`config.mk`:
```
export PLATFORM = sky130hd
export DESIGN_NAME = pwm_dual8
export DESIGN_NICKNAME = d
export VERILOG_FILES = /design/src/rtl/pwm_dual8_pkg.sv /design/src/rtl/pwm_regs.sv /design/src/rtl/pwm_core.sv /design/src/rtl/pwm_dual8.sv
export SDC_FILE = /design/constraint.sdc
export NUM_CORES = 1
export LEC_CHECK = 0
export CAP_MARGIN = 5
export CORE_ASPECT_RATIO = 0.9
export CORE_UTILIZATION = 60
export CTS_BUF_LIST = sky130_fd_sc_hd__clkbuf_4 sky130_fd_sc_hd__clkbuf_8
export DETAILED_ROUTE_END_ITERATION = 10
export PLACE_DENSITY = 0.78
export SLEW_MARGIN = 15
export SYNTH_ARGS = -nofsm -noshare
export SYNTH_HDL_FRONTEND = slang
export SYNTH_SLANG_ARGS = --single-unit
```
`constraint.sdc`:
```
create_clock -name clk -period 4.9 [get_ports clk]
set_input_delay 0.98 -clock clk [delete_from_list [all_inputs] [get_ports clk]]
set_output_delay 0.98 -clock clk [all_outputs]
set_load 0.02 [all_outputs]
```
`src/rtl/pwm_dual8_pkg.sv`:
```
package pwm_dual8_pkg;

   localparam int ADDR_W = 3;

   localparam logic [ADDR_W-1:0] A_CTRL = 3'd0;
   localparam logic [ADDR_W-1:0] A_BASE = 3'd1;

   localparam int CTRL_W = 5;

   typedef struct packed {
      logic       pair;
      logic [1:0] pol;
      logic [1:0] en;
   } ctrl_t;

endpackage

```
`src/rtl/pwm_regs.sv`:
```
module pwm_regs
   import pwm_dual8_pkg::*;
#(
   parameter int CH_W = 8
) (
   input  logic                  clk,
   input  logic                  rst_n,
   input  logic                  wr_en,
   input  logic [ADDR_W-1:0]     wr_addr,
   input  logic [CH_W-1:0]       wr_data,
   output ctrl_t                 ctrl_o,
   output logic [1:0][CH_W-1:0]  per_o,
   output logic [1:0][CH_W-1:0]  duty_o
);

   generate
      if (CH_W < CTRL_W) begin : g_bad_width
         $error("pwm_regs: CH_W must hold the control byte");
      end
   endgenerate

   always_ff @(posedge clk or negedge rst_n) begin
      if (!rst_n) begin
         ctrl_o <= '0;
      end else if (wr_en && wr_addr == A_CTRL) begin
         ctrl_o <= ctrl_t'(wr_data[CTRL_W-1:0]);
      end
   end

   for (genvar c = 0; c < 2; c++) begin : g_ch
      localparam logic [ADDR_W-1:0] A_PER  = A_BASE + ADDR_W'(2*c);
      localparam logic [ADDR_W-1:0] A_DUTY = A_BASE + ADDR_W'(2*c + 1);

      always_ff @(posedge clk or negedge rst_n) begin
         if (!rst_n) begin
            per_o[c]  <= '0;
            duty_o[c] <= '0;
         end else if (wr_en) begin
            if (wr_addr == A_PER)  per_o[c]  <= wr_data;
            if (wr_addr == A_DUTY) duty_o[c] <= wr_data;
         end
      end
   end

   assert property (@(posedge clk) disable iff (!rst_n)
      (wr_en && wr_addr == A_CTRL) |=> (ctrl_o == ctrl_t'($past(wr_data[CTRL_W-1:0]))))
      else $error("assert_ctrl_store_R2 failed");

endmodule

```
`src/rtl/pwm_core.sv`:
```
module pwm_core #(
   parameter int W       = 8,
   parameter bit REG_OUT = 1'b0
) (
   input  logic         clk,
   input  logic         rst_n,
   input  logic         en,
   input  logic         pol,
   input  logic [W-1:0] per_sh,
   input  logic [W-1:0] duty_sh,
   output logic         pwm_o
);

   generate
      if (W < 2) begin : g_bad_w
         $error("pwm_core: W must be at least 2");
      end
   endgenerate

   logic [W-1:0] cnt_q;
   logic [W-1:0] per_q;
   logic [W-1:0] duty_q;
   logic         wrap;
   logic         level;

   assign wrap  = (cnt_q == per_q);
   assign level = pol ^ (en && (cnt_q < duty_q));

   // Shadow values are adopted while idle and at each wrap.
   always_ff @(posedge clk or negedge rst_n) begin
      if (!rst_n) begin
         cnt_q  <= '0;
         per_q  <= '0;
         duty_q <= '0;
      end else if (!en || wrap) begin
         cnt_q  <= '0;
         per_q  <= per_sh;
         duty_q <= duty_sh;
      end else begin
         cnt_q  <= cnt_q + 1'b1;
      end
   end

   generate
      if (REG_OUT) begin : g_flop_out
         always_ff @(posedge clk or negedge rst_n) begin
            if (!rst_n) pwm_o <= 1'b0;
            else        pwm_o <= level;
         end
      end else begin : g_comb_out
         assign pwm_o = level;

         assert property (@(posedge clk) disable iff (!rst_n)
            !en |-> (pwm_o == pol))
            else $error("assert_idle_level_R3 failed");

         assert property (@(posedge clk) disable iff (!rst_n)
            (en && duty_q == '0) |-> (pwm_o == pol))
            else $error("assert_zero_duty_R5 failed");
      end
   endgenerate

   assert property (@(posedge clk) disable iff (!rst_n)
      en |-> (cnt_q <= per_q))
      else $error("assert_cnt_in_range_R4 failed");

   assert property (@(posedge clk) disable iff (!rst_n)
      (en && !wrap) |=> ($stable(duty_q) && $stable(per_q)))
      else $error("assert_shadow_hold_R7 failed");

endmodule

```
`src/rtl/pwm_dual8.sv`:
```
module pwm_dual8
   import pwm_dual8_pkg::*;
#(
   parameter int CH_W    = 8,
   parameter bit REG_OUT = 1'b0
) (
   input  logic              clk,
   input  logic              rst_n,
   input  logic              wr_en,
   input  logic [ADDR_W-1:0] wr_addr,
   input  logic [CH_W-1:0]   wr_data,
   output logic              pwm0_o,
   output logic              pwm1_o
);

   localparam int WIDE_W = 2 * CH_W;

   ctrl_t                ctrl;
   logic [1:0][CH_W-1:0] per;
   logic [1:0][CH_W-1:0] duty;
   logic [1:0]           ch_out;
   logic                 wide_out;

   pwm_regs #(.CH_W(CH_W)) u_regs (
      .clk     (clk),
      .rst_n   (rst_n),
      .wr_en   (wr_en),
      .wr_addr (wr_addr),
      .wr_data (wr_data),
      .ctrl_o  (ctrl),
      .per_o   (per),
      .duty_o  (duty)
   );

   for (genvar c = 0; c < 2; c++) begin : g_narrow
      pwm_core #(.W(CH_W), .REG_OUT(REG_OUT)) u_core (
         .clk     (clk),
         .rst_n   (rst_n),
         .en      (ctrl.en[c] && !ctrl.pair),
         .pol     (ctrl.pol[c]),
         .per_sh  (per[c]),
         .duty_sh (duty[c]),
         .pwm_o   (ch_out[c])
      );
   end

   pwm_core #(.W(WIDE_W), .REG_OUT(REG_OUT)) u_wide (
      .clk     (clk),
      .rst_n   (rst_n),
      .en      (ctrl.en[0] && ctrl.pair),
      .pol     (ctrl.pol[0]),
      .per_sh  ({per[1], per[0]}),
      .duty_sh ({duty[1], duty[0]}),
      .pwm_o   (wide_out)
   );

   assign pwm0_o = ctrl.pair ? wide_out     : ch_out[0];
   assign pwm1_o = ctrl.pair ? ctrl.pol[1]  : ch_out[1];

   generate
      if (!REG_OUT) begin : g_top_chk
         assert property (@(posedge clk) disable iff (!rst_n)
            ctrl.pair |-> (ch_out[1] == ctrl.pol[1]))
            else $error("assert_pair_idle_R9 failed");

         assert property (@(posedge clk) disable iff (!rst_n)
            (ctrl.pair && !ctrl.en[0]) |-> (pwm0_o == ctrl.pol[0]))
            else $error("assert_pair_off_R8 failed");
      end
   endgenerate

endmodule

```
# [Yosys cells after proc, flatten, opt, wreduce, memory -nomap -nowiden]
# Index checks and enable logic that the tools add are counted.
[totals] reg_bits=133 out_inout_bits=2 elab_cells=56
[classes] add_sub_neg=3 magnitude_cmp=3 n_eq_ne=7 muxes=5 n_bitwise=3 n_reduce_logical=19
[ops] cell="$add 16x1->16 const B" n=1
[ops] cell="$add 8x1->8 const B" n=2
[ops] cell="$eq 16x16->1" n=1
[ops] cell="$eq 8x8->1" n=2
[ops] cell="$lt 16x16->1" n=1
[ops] cell="$lt 8x8->1" n=2
[ops] cell="$mux 16" n=1
[ops] cell="$mux 8" n=2
[ops] cell="$reduce_and 2->1" n=4
[ops] cell="$logic_and 1x1->1" n=7
[ops] cell="$eq 3x2->1 const B" n=2
[ops] cell="$logic_not 1->1" n=4
[ops] cell="$eq 3x1->1 const B" n=1
[ops] cell="$eq 3x3->1 const B" n=1
[ops] cell="$logic_not 3->1" n=1
[ops] cell="$logic_or 1x1->1" n=3
[ops] cell="$xor 1x1->1" n=3
[ops] cell="$mux 1" n=2

# [Logic depth before layout (Yosys ltp)]
# Gate-level depths: netlist of the first run.
[logic_depth] ltp_word=5 depth_mapped=7 depth_no_buf=7

# [Hierarchy]
# A second synthesis of the first run with hierarchy kept.
[unflattened] cells_unflattened=533 hier_area_um2=6418.7
[modules_own_cells] mod="pwm_core (u_wide)" n_inst=1 cells_per_inst=230 area_each_um2=2454.9 seq_area_each_um2=1201.2
[modules_own_cells] mod="pwm_core (g_narrow[0].u_core ...)" n_inst=2 cells_per_inst=108 area_each_um2=1204.9 seq_area_each_um2=600.6
[modules_own_cells] mod="pwm_regs" n_inst=1 cells_per_inst=82 area_each_um2=1506.4 seq_area_each_um2=925.9
[modules_own_cells] mod="pwm_dual8" n_inst=1 cells_per_inst=5 area_each_um2=47.5 seq_area_each_um2=0.0

# [Worst setup path after synthesis of the first run]
# OpenSTA, ideal clock, no wires.
[synth_path] path_type="register to output" from="reg g_narrow[1].u_core.cnt_q[4]" to="out pwm1_o" arrival_time_ns=2.136 t_required_ns=3.920 path_slack_ns=1.784 stages_incl_launch_ff=7 path_buffers=0 path_cell_list="dfrtp_1 ha_1 a21o_1 a21o_1 a221o_1 a2111oi_2 xor2_1"
[synth_via] elab_chain_cells=4
[synth_rtl] item="start: declaration" line="pwm_core.sv:20" rtl="logic [W-1:0] cnt_q;"
[synth_rtl] item="start signal: assignment" line="pwm_core.sv:40" rtl="cnt_q <= cnt_q + 1'b1;"
[synth_rtl] item="$lt 8x8->1" line="pwm_core.sv:27" rtl="assign level = pol ^ (en && (cnt_q < duty_q));"
[synth_rtl] item="$logic_and 1x1->1" line="pwm_core.sv:27"
[synth_rtl] item="$xor 1x1->1" line="pwm_core.sv:27"
[synth_rtl] item="$mux 1" line="pwm_dual8.sv:58" rtl="assign pwm1_o = ctrl.pair ? ctrl.pol[1] : ch_out[1];"
[synth_rtl] item="end: declaration" line="pwm_dual8.sv:13" rtl="output logic pwm1_o"
# Every way passes these cells.

# [Worst setup path in the final report of the first run]
# Ends and elaborated chain as after synthesis.

==> results of run 1 <==
==> registers in the layout, indices dropped and copies added, names as in the netlist <==
register                cells
u_regs.per_o               16
u_regs.duty_o              16
u_wide.cnt_q               16
u_wide.per_q               16
g_narrow.u_core.duty_q     16
g_narrow.u_core.per_q      16
g_narrow.u_core.cnt_q      16
u_wide.duty_q              16
u_regs.ctrl_o               5
==> routing by layer <==
layer | up-vias | share of wire, % | track usage (%)
li1 | 1861 | - | -
met1 | 1999 | 49 | 34.5
met2 | 53 | 46 | 39.4
met3 | 22 | 2.6 | 6.70
met4 | 0 | 1.8 | 8.82
met5 | - | 0 | 0
==> through the flow <==
| stage | cells | area, um2 | hold slack (ns) | total power, uW |
|---|---|---|---|---|
| after floorplan | 522 | 6400 | 0.464 | 2120 |
| after detailed placement | 655 | 6660 | 0.499 | 2360 |
| after global routing | 687 | 7090 | 0.541 | 3500 |
| final | 687 | 7090 | 0.512 | 3320 |
| after CTS | 687 | 7090 | 0.516 | 3330 |
| after global placement | 655 | 6660 | 0.492 | 2310 |
==> layout by cell type, fill, tap and decap left out, drive strengths merged, types with 3 or more instances in the layout <==
master	synthesis	layout
nand2	26	26
nand2b	3	3
dfrtp	133	133
inv	34	37
nand4	12	12
clkdlybuf4s50	0	14
buf	5	4
ha	32	32
xnor2	31	31
xor2	29	29
nor2	26	26
bufinv	0	3
and3	4	4
a21oi	5	5
and2	3	3
clkinv	0	4
nand3	20	20
mux2	86	86
clkinvlp	0	4
o21ai	20	20
clkbuf	9	18
nor3	20	20
nor4	4	4
==> cells by family (layout without fill, tap and decap cells) <==
kind of cell | count (synthesis) | in the layout | share of synthesized area, %
flip-flops | 133 | 133 | 52.0
AND/OR/NAND/NOR | 126 | 126 | 10.0
buffers and inverters | 48 | 84 | 3.21
multiplexers | 86 | 86 | 16.7
AO/OA/AOI/OAI | 37 | 37 | 3.60
adder cells (fa/ha/maj) | 32 | 32 | 6.26
XOR/XNOR | 60 | 60 | 8.21
==> area by class of cell <==
type | instances | area share [%]
Clock buffer | 18 | 3.49
Clock inverter | 14 | 2.49
Inverter | 34 | 1.80
Multi-Input combinational cell | 341 | 40.6
Sequential cell | 133 | 46.9
Tap cell | 129 | 2.28
Timing Repair Buffer | 18 | 2.40
==> power by group <==
part | leakage (uW) | internal (uW) | switching, uW
sequential | 0.00166 | 1360 | 213
combinational | 0.00137 | 420 | 351
clock | 0.000204 | 522 | 460
==> path summary, 6_finish.rpt <==
check,end,slack (ns),cells past startpoint
hold reg to reg,u_wide.duty_q[15],0.51,1
max in group asynchronous,u_wide.duty_q[0],3.27,2
setup / recovery,pwm1_o,0.81,7
min in group asynchronous,u_wide.cnt_q[13],0.64,1
setup reg to reg,u_wide.per_q[14],2.40,6
hold / removal,u_wide.duty_q[15],0.51,1
==> worst max-delay path, cell delays in order (launching register included) <==
cell             delay, ns
dfrtp_1               0.44
ha_1                  0.31
a21o_1                0.18
a21o_1                0.17
a221o_1               0.35
a2111oi_2             0.40
xor2_1                0.18
clkdlybuf4s50_1       0.62
==> run_results.csv, run 1 <==
group,metric,value,unit
synth,ys_top_cells_by_count,"133 x dfrtp_1, 59 x mux2_2, 34 x inv_1, 32 x ha_1, 31 x xnor2_1",
placement,gp_congestion,0.857,
worst_setup_path,cp_max_fo,4,
floorplan,fp-row-count,35,
power_and_ir_drop,p_per_area,468,nW/um2
power_and_ir_drop,leakage,0.00323,uW
cts,cts.sink_count,133,
cts,cts_buffers,17,
min_path,hold_start,"u_wide.duty_q[15]",
floorplan,die_w,111,um
drt,vias_per_cell,5.73,
synth,yosysTopAreaCell,"dfrtp_1",
layout,multi_input_area,2880,um2
floorplan,io_pins,16,
sta,finalHoldViolations,0,
cts,cts_setup_buffers,0,
synth,synth.distinct_cells,39,
synth,async_flop_share,100,%
sta,skew,0.0111,ns
sta,fin_crit_sh,83.4,%
floorplan,die-area,11100,um2
sta,drv_slew,0,
drt,route.detailed.drc,0,
drt,routed_wirelength,12.8,mm
cts,cts_tree,"done",
sta,finalSetupViolCount,0,
grt,grt_max_degree,74,
cts,clk_pin_slew,0.08,ns
grt,grt_pass1_wl,21.1,mm
worst_setup_path,r2r_start,"u_wide.cnt_q[2]",
cts,cts_root_buf,"clkbuf_8",
sta,relSlewSlack,32.8,%
drt,drtPass1Iterations,4,
synth,synth_area_per_cell,12.3,um2
placement,dp_slack,1.29,ns
worst_setup_path,end_kind,"output port",
min_path,hold_path_class,"flop to flop",
drt,wl_per_cell,18.6,um
floorplan,die_y,100,um
layout,area_delta_synth_final,10.9,%
worst_setup_path,crit_start,"g_narrow[1].u_core.cnt_q[4]",
grt,antenna_found_initial,0,
placement,dp.final_hpwl,9.10,mm
synth,synth_nets,568,
synth,yosys.cell_count.top_type,"dfrtp_1",
cts,cts_max_level,4,
layout,layout-drive-gt1-share,22.9,%
run,max_cap_viol_count,0,
synth,synthCells,522,
worst_setup_path,crit_arrival,3.11,ns
cts,clock_latency,0.45,ns
synth,ys_ff_latch,133,
layout,nets,591,
grt,grt_usage,25.2,%
sta,rsz0062_at_grt,"false",
synth,synth_top_area_share,52.0,%
grt,grt_overflow_total,0,
placement,io_buffer_count,15,
sta,setup_slack,0.811,ns
synth,synth_area_leaders,"dfrtp_1 52%, mux2_2 10%, mux2_4 6.3%",
synth,synth_edf_count,0,
cts,cts.hold.buffers_added,0,
power_and_ir_drop,ir_drop,320,uV
sta,tightest_slew,1.01,ns
layout,nFillCells,733,
sta,fmax,245,MHz
synth,yosysSeqAreaShare,52.0,%
drt,drt_iter0_drc,224,
synth,ys.flop_type,"dfrtp_1",
sta,setup-tns-final,0,ns
synth,yosys_warnings,0,
drt,drtAntennaViolNets,0,
outcome,status,"completed",
worst_setup_path,critPathKind,"flop to output port",
synth,synth_area,6400,um2
floorplan,core,10300,um2
cts,cts_buffer_depth,2,
layout,final_util,68.9,%
grt,first_global_vias,4106,
cts,cts_resized,0,
worst_setup_path,start_kind,"flop",
drt,num_vias,3935,
layout,seq_area,3330,um2
floorplan,initial_utilization,62.2,%
layout,antennaDiodeCount,0,
worst_setup_path,critPathRequiredTime,3.92,ns
sta,finalCriticalPeriod,4.09,ns
(Power assumes the default switching activity.)
==> run 2, diff against run 1 <==
Settings changed: CORE_UTILIZATION 60 to 58.
Clock period 4.9 ns to 3.6 ns, I/O delays scaled along.
==> run_results.csv, run 2 (synthesized netlist as in run 1, its figures left out) <==
group,metric,value,unit
outcome,status,"completed",
cts,cts_buffer_depth,2,
layout,layout-drive-gt1-share,24.0,%
layout,multi_input_area,2880,um2
grt,antenna_found_initial,0,
floorplan,io_pins,16,
drt,drtAntennaViolNets,0,
power_and_ir_drop,power,4500,uW
layout,nFillCells,787,
floorplan,die_w,113,um
power_and_ir_drop,p_switching,1350,uW
grt,met3_usage,6.34,%
sta,skew,0.00855,ns
placement,dp.final_hpwl,9.36,mm
cts,clk_pin_slew,0.08,ns
placement,io_buffer_count,15,
worst_setup_path,r2r_start,"u_wide.cnt_q[6]",
power_and_ir_drop,p_sw_share,30.1,%
cts,cts_setup_buffers,0,
cts,clock_latency,0.45,ns
sta,drv_slew,0,
power_and_ir_drop,pwr-share-seq,47.4,%
power_and_ir_drop,ir_drop,440,uV
sta,finalCriticalPeriod,3.41,ns
cts,cts_tree,"done",
drt,route.detailed.drc,0,
worst_setup_path,r2r-end,"u_wide.per_q[12]",
floorplan,die-area,11500,um2
floorplan,core,10800,um2
sta,tightest_slew,0.965,ns
grt,grt_overflow_total,0,
sta,relSlewSlack,35.5,%
power_and_ir_drop,p_per_area,630,nW/um2
worst_setup_path,start_kind,"flop",
worst_setup_path,cp_max_fo,4,
layout,nets,596,
worst_setup_path,critPathRequiredTime,2.88,ns
drt,drtPass1Iterations,4,
drt,vias_per_cell,5.63,
sta,finalHoldViolations,0,
grt,grt_max_degree,78,
drt,drt_iter0_drc,231,
layout,layout_common_cells,"133 x dfrtp_1, 59 x mux2_2, 34 x inv_1",
layout,antennaDiodeCount,0,
sta,finalSetupViolCount,0,
drt,num_vias,3920,
layout,layout_commonest_cell,"dfrtp_1",
floorplan,fp-row-count,36,
worst_setup_path,critPathKind,"flop to output port",
grt,grt_usage,25.4,%
cts,cts_root_buf,"clkbuf_8",
drt,wl_per_cell,18.7,um
cts,cts.sink_count,133,
power_and_ir_drop,p_clk_share,29.0,%
layout,area_delta_synth_final,11.6,%
worst_setup_path,end_kind,"output port",
grt,grt_use_met1,32.4,%
grt,grt_pass1_wl,21.5,mm
power_and_ir_drop,combPwrFrac,23.6,%
cts,cts.hold.buffers_added,0,
min_path,hold_path_class,"primary input to async pin",
sta,rsz0062_at_grt,"false",
grt,met2_usage,41.8,%
placement,gp_congestion,0.867,
power_and_ir_drop,leakage,0.00327,uW
sta,fmax,293,MHz
worst_setup_path,reg2reg_slack,1.01,ns
sta,setup-tns-final,0,ns
grt,grt_busiest_layer,"met2",
cts,cts_buffers,17,
floorplan,initial_utilization,59.4,%
floorplan,die_y,102,um
cts,cts_max_level,4,
power_and_ir_drop,p_int,3140,uW
drt,routed_wirelength,13.0,mm
sta,fin_crit_sh,94.7,%
worst_setup_path,reg2reg_depth,7,
grt,first_global_vias,4026,
layout,seq_area,3330,um2
worst_setup_path,crit_arrival,2.69,ns
run,max_cap_viol_count,0,
-- run 2: changes by cell type in the layout (fill, tap and decap cells not counted), sizes merged, moves of 2 or more --
| cell | delta |
|---|---|
| clkdlybuf4s50 | -2 |
| inv | -2 |
| clkinv | +2 |
| buf | +5 |
| clkbuf | +2 |
-- run 2: repair_timing --
item,in CTS,in global routing
endpoints found under the hold margin,0,0
cloned,0,0
endpoints found under the setup margin,1,2
pin swaps,0,0
gates resized for setup,1,5
-- run 2: how the worst max path moves through the flow --
| stage | end | startpoint | slack (ns) |
|---|---|---|---|
| after floorplan | pwm1_o | g_narrow[1].u_core.cnt_q[4] | 0.74 |
| after global placement | pwm1_o | g_narrow[1].u_core.cnt_q[4] | 0.26 |
| after detailed placement | pwm1_o | g_narrow[1].u_core.cnt_q[4] | 0.25 |
| after CTS | pwm1_o | g_narrow[1].u_core.cnt_q[4] | 0.01 |
| after global routing | pwm1_o | g_narrow[1].u_core.cnt_q[4] | 0.07 |
| final | pwm1_o | g_narrow[1].u_core.cnt_q[4] | 0.19 |
-- run 2: layout make-up --
type	count	share of cell area, %
Tap cell	133	2.33
Inverter	34	1.79
Timing Repair Buffer	23	3.05
Multi-Input combinational cell	341	40.4
Clock inverter	13	2.17
Clock buffer	19	3.66
Sequential cell	133	46.6
-- run 2: worst max-delay path, stage by stage (launching register included) --
cell	delay [ns]
dfrtp_1	0.43
ha_1	0.31
a21o_1	0.18
a21o_1	0.17
a221o_1	0.36
a2111oi_2	0.40
xor2_1	0.19
clkbuf_2	0.19
-- run 2: power groups by stage --
stage	registers, uW	logic (uW)	clock network [uW]
floorplan	2040	837	0
global placement	2140	1020	0
detailed placement	2160	1060	0
CTS	2140	1070	1320
global route	2170	1180	1390
finish	2130	1060	1300
-- run 2: stage by stage --
step / area, um2 / instances / setup slack, ns / util [%] / hold slack (ns)
after global placement: 6720 / 664 / 0.256 / 62.4 / 0.495
final: 7140 / 696 / 0.192 / 66.3 / 0.176
after global routing: 7140 / 696 / 0.0731 / 66.3 / 0.182
after detailed placement: 6720 / 664 / 0.254 / 62.4 / 0.502
after CTS: 7130 / 696 / 0.0148 / 66.3 / 0.170
after floorplan: 6400 / 522 / 0.744 / - / 0.424
-- run 2: routing by layer --
| layer | vias up | part of all wire [%] | routed length, um |
|---|---|---|---|
| met5 | - | 0 | 0 |
| met4 | 0 | 2.1 | 274 |
| met3 | 27 | 3.5 | 450 |
| met2 | 63 | 49 | 6400 |
| met1 | 1963 | 45 | 5860 |
| li1 | 1867 | - | - |
==> run 3, diff against run 2 <==
Settings changed: CORE_UTILIZATION 58 to 56, CTS_BUF_LIST sky130_fd_sc_hd__clkbuf_4 sky130_fd_sc_hd__clkbuf_8 to sky130_fd_sc_hd__clkbuf_16, PLACE_DENSITY 0.78 to 0.76.
==> run_results.csv, run 3 (synthesized netlist as in run 1, its figures left out) <==
group,metric,value,unit
placement,gp_congestion,0.905,
layout,layout_common_cells,"133 x dfrtp_1, 59 x mux2_2, 36 x inv_1",
floorplan,core,11000,um2
layout,layout_commonest_cell,"dfrtp_1",
drt,num_vias,4004,
grt,met2_usage,42.2,%
run,max_cap_viol_count,0,
drt,wl_per_cell,19.5,um
min_path,hold_path_class,"primary input to async pin",
layout,nets,596,
worst_setup_path,crit_path_top_delay_cell,"dfrtp_1",
power_and_ir_drop,ir_drop,455,uV
worst_setup_path,start_kind,"flop",
grt,grt_use_met1,33.1,%
floorplan,fp-row-count,36,
cts,cts_buffer_depth,2,
drt,drt_iter0_drc,219,
placement,io_buffer_count,15,
layout,antennaDiodeCount,0,
worst_setup_path,critPathKind,"flop to output port",
drt,drtPass1Iterations,4,
grt,grt_busiest_layer,"met2",
sta,rsz0062_at_grt,"false",
power_and_ir_drop,pwr-share-seq,43.0,%
power_and_ir_drop,p_clk_share,35.3,%
drt,routed_wirelength,13.9,mm
floorplan,io_pins,16,
grt,grt_pass1_wl,22.0,mm
cts,cts.sink_count,133,
grt,grt_max_degree,56,
drt,route.detailed.drc,0,
sta,drv_slew,0,
sta,finalSetupViolCount,0,
layout,layout-drive-gt1-share,22.8,%
floorplan,die_y,103,um
layout,stdcell_area,7340,um2
cts,cts_max_level,4,
power_and_ir_drop,p_per_area,680,nW/um2
worst_setup_path,critPathRequiredTime,2.88,ns
sta,fin_crit_sh,92.3,%
cts,cts_buffers,17,
sta,finalHoldViolations,0,
cts,clk_pin_slew,0.05,ns
worst_setup_path,end_kind,"output port",
grt,grt_usage,25.6,%
worst_setup_path,reg2reg_depth,7,
placement,placed_cell_area,6740,um2
worst_setup_path,path_cells,"ha_1 > a21o_1 > a21o_1 > a221o_1 > a2111oi_2 > xor2_1 > clkbuf_2",
power_and_ir_drop,p_sw_share,28.6,%
worst_setup_path,critPathMaxStageDelay,0.42,ns
cts,cts_root_buf,"clkbuf_16",
sta,fmax,301,MHz
grt,antenna_found_initial,0,
drt,vias_per_cell,5.61,
floorplan,initial_utilization,58.2,%
sta,finalCriticalPeriod,3.32,ns
grt,first_global_vias,4089,
power_and_ir_drop,p_int,3570,uW
sta,relSlewSlack,38.3,%
drt,drtAntennaViolNets,0,
layout,area_delta_synth_final,14.7,%
placement,dp.final_hpwl,9.47,mm
power_and_ir_drop,leakage,0.00336,uW
power_and_ir_drop,combPwrFrac,21.7,%
sta,tightest_slew,0.923,ns
floorplan,die-area,11900,um2
grt,grt_overflow_total,0,
outcome,status,"completed",
worst_setup_path,crit_arrival,2.60,ns
power_and_ir_drop,p_switching,1430,uW
worst_setup_path,cpMostUsedCell,"a21o_1",
sta,setup-tns-final,0,ns
floorplan,die_w,115,um
worst_setup_path,cp_max_fo,4,
grt,met3_usage,6.00,%
layout,final_util,66.8,%
cts,clock_latency,0.42,ns
cts,cts_tree,"done",
sta,skew,0.0121,ns
## run 3: cell count changes in the layout (fill, tap and decap cells not counted), sizes merged
cell,delta
clkinv,+1
bufinv,+1
inv,+1
clkbuf,-2
clkinvlp,-2
## run 3: final cells by class
type,count,area (um2)
tap,152,190
sequential,133,3330
inverter,34,128
clock buffer,17,425
timing repair buffer,23,218
multi-input combinational,341,2880
fill,802,3650
clock inverter,14,169
## run 3: power by group through the flow
stage	Combinational (uW)	Sequential, uW	Clock, uW
after floorplan	837	2040	0
after global routing	1190	2180	1850
after detailed placement	1070	2160	0
final	1080	2150	1760
after global placement	1030	2150	0
after CTS	1090	2150	1780
## run 3: through the flow
step | setup slack [ns] | hold WS [ns] | power [uW] | std cells
2_1_floorplan | 0.744 | 0.424 | 2880 | 522
3_3_place_gp | 0.275 | 0.499 | 3180 | 683
3_5_place_dp | 0.282 | 0.495 | 3230 | 683
4_1_cts | 0.0112 | 0.387 | 5010 | 714
5_1_grt | 0.124 | 0.415 | 5220 | 714
6_report | 0.279 | 0.359 | 4990 | 714
## run 3: critical path: cells and delay by family (launching register included)
| family | cells | cell delay (ns) |
|---|---|---|
| buffers and inverters | 1 | 0.19 |
| flip-flops | 1 | 0.42 |
| adder cells (fa/ha/maj) | 1 | 0.30 |
| XOR/XNOR | 1 | 0.19 |
| AO/OA/AOI/OAI | 4 | 1.09 |
## run 3: timing repair
item                       in CTS  in global routing
buffers inserted                0                  0
setup endpoints to repair       1                  2
gates resized for setup         1                  5
hold buffers                    0                  0
## run 3: routing by layer
metal	up-vias	wire length [um]
met1	2019	6170
met4	0	402
met3	30	493
li1	1863	-
met2	92	6820
met5	-	0
## run 3: worst paths after layout
| path | to | slack [ns] | from |
|---|---|---|---|
| min in group clk | u_wide.duty_q[12] | 0.51 | u_wide.duty_q[12] |
| max | pwm1_o | 0.28 | g_narrow[1].u_core.cnt_q[4] |
| min reg2reg | u_wide.duty_q[12] | 0.51 | u_wide.duty_q[12] |
| min | u_wide.cnt_q[0] | 0.36 | rst_n |
| max in group asynchronous | g_narrow[0].u_core.cnt_q[4] | 2.42 | rst_n |
| max reg2reg | u_wide.per_q[8] | 1.01 | u_wide.cnt_q[1] |
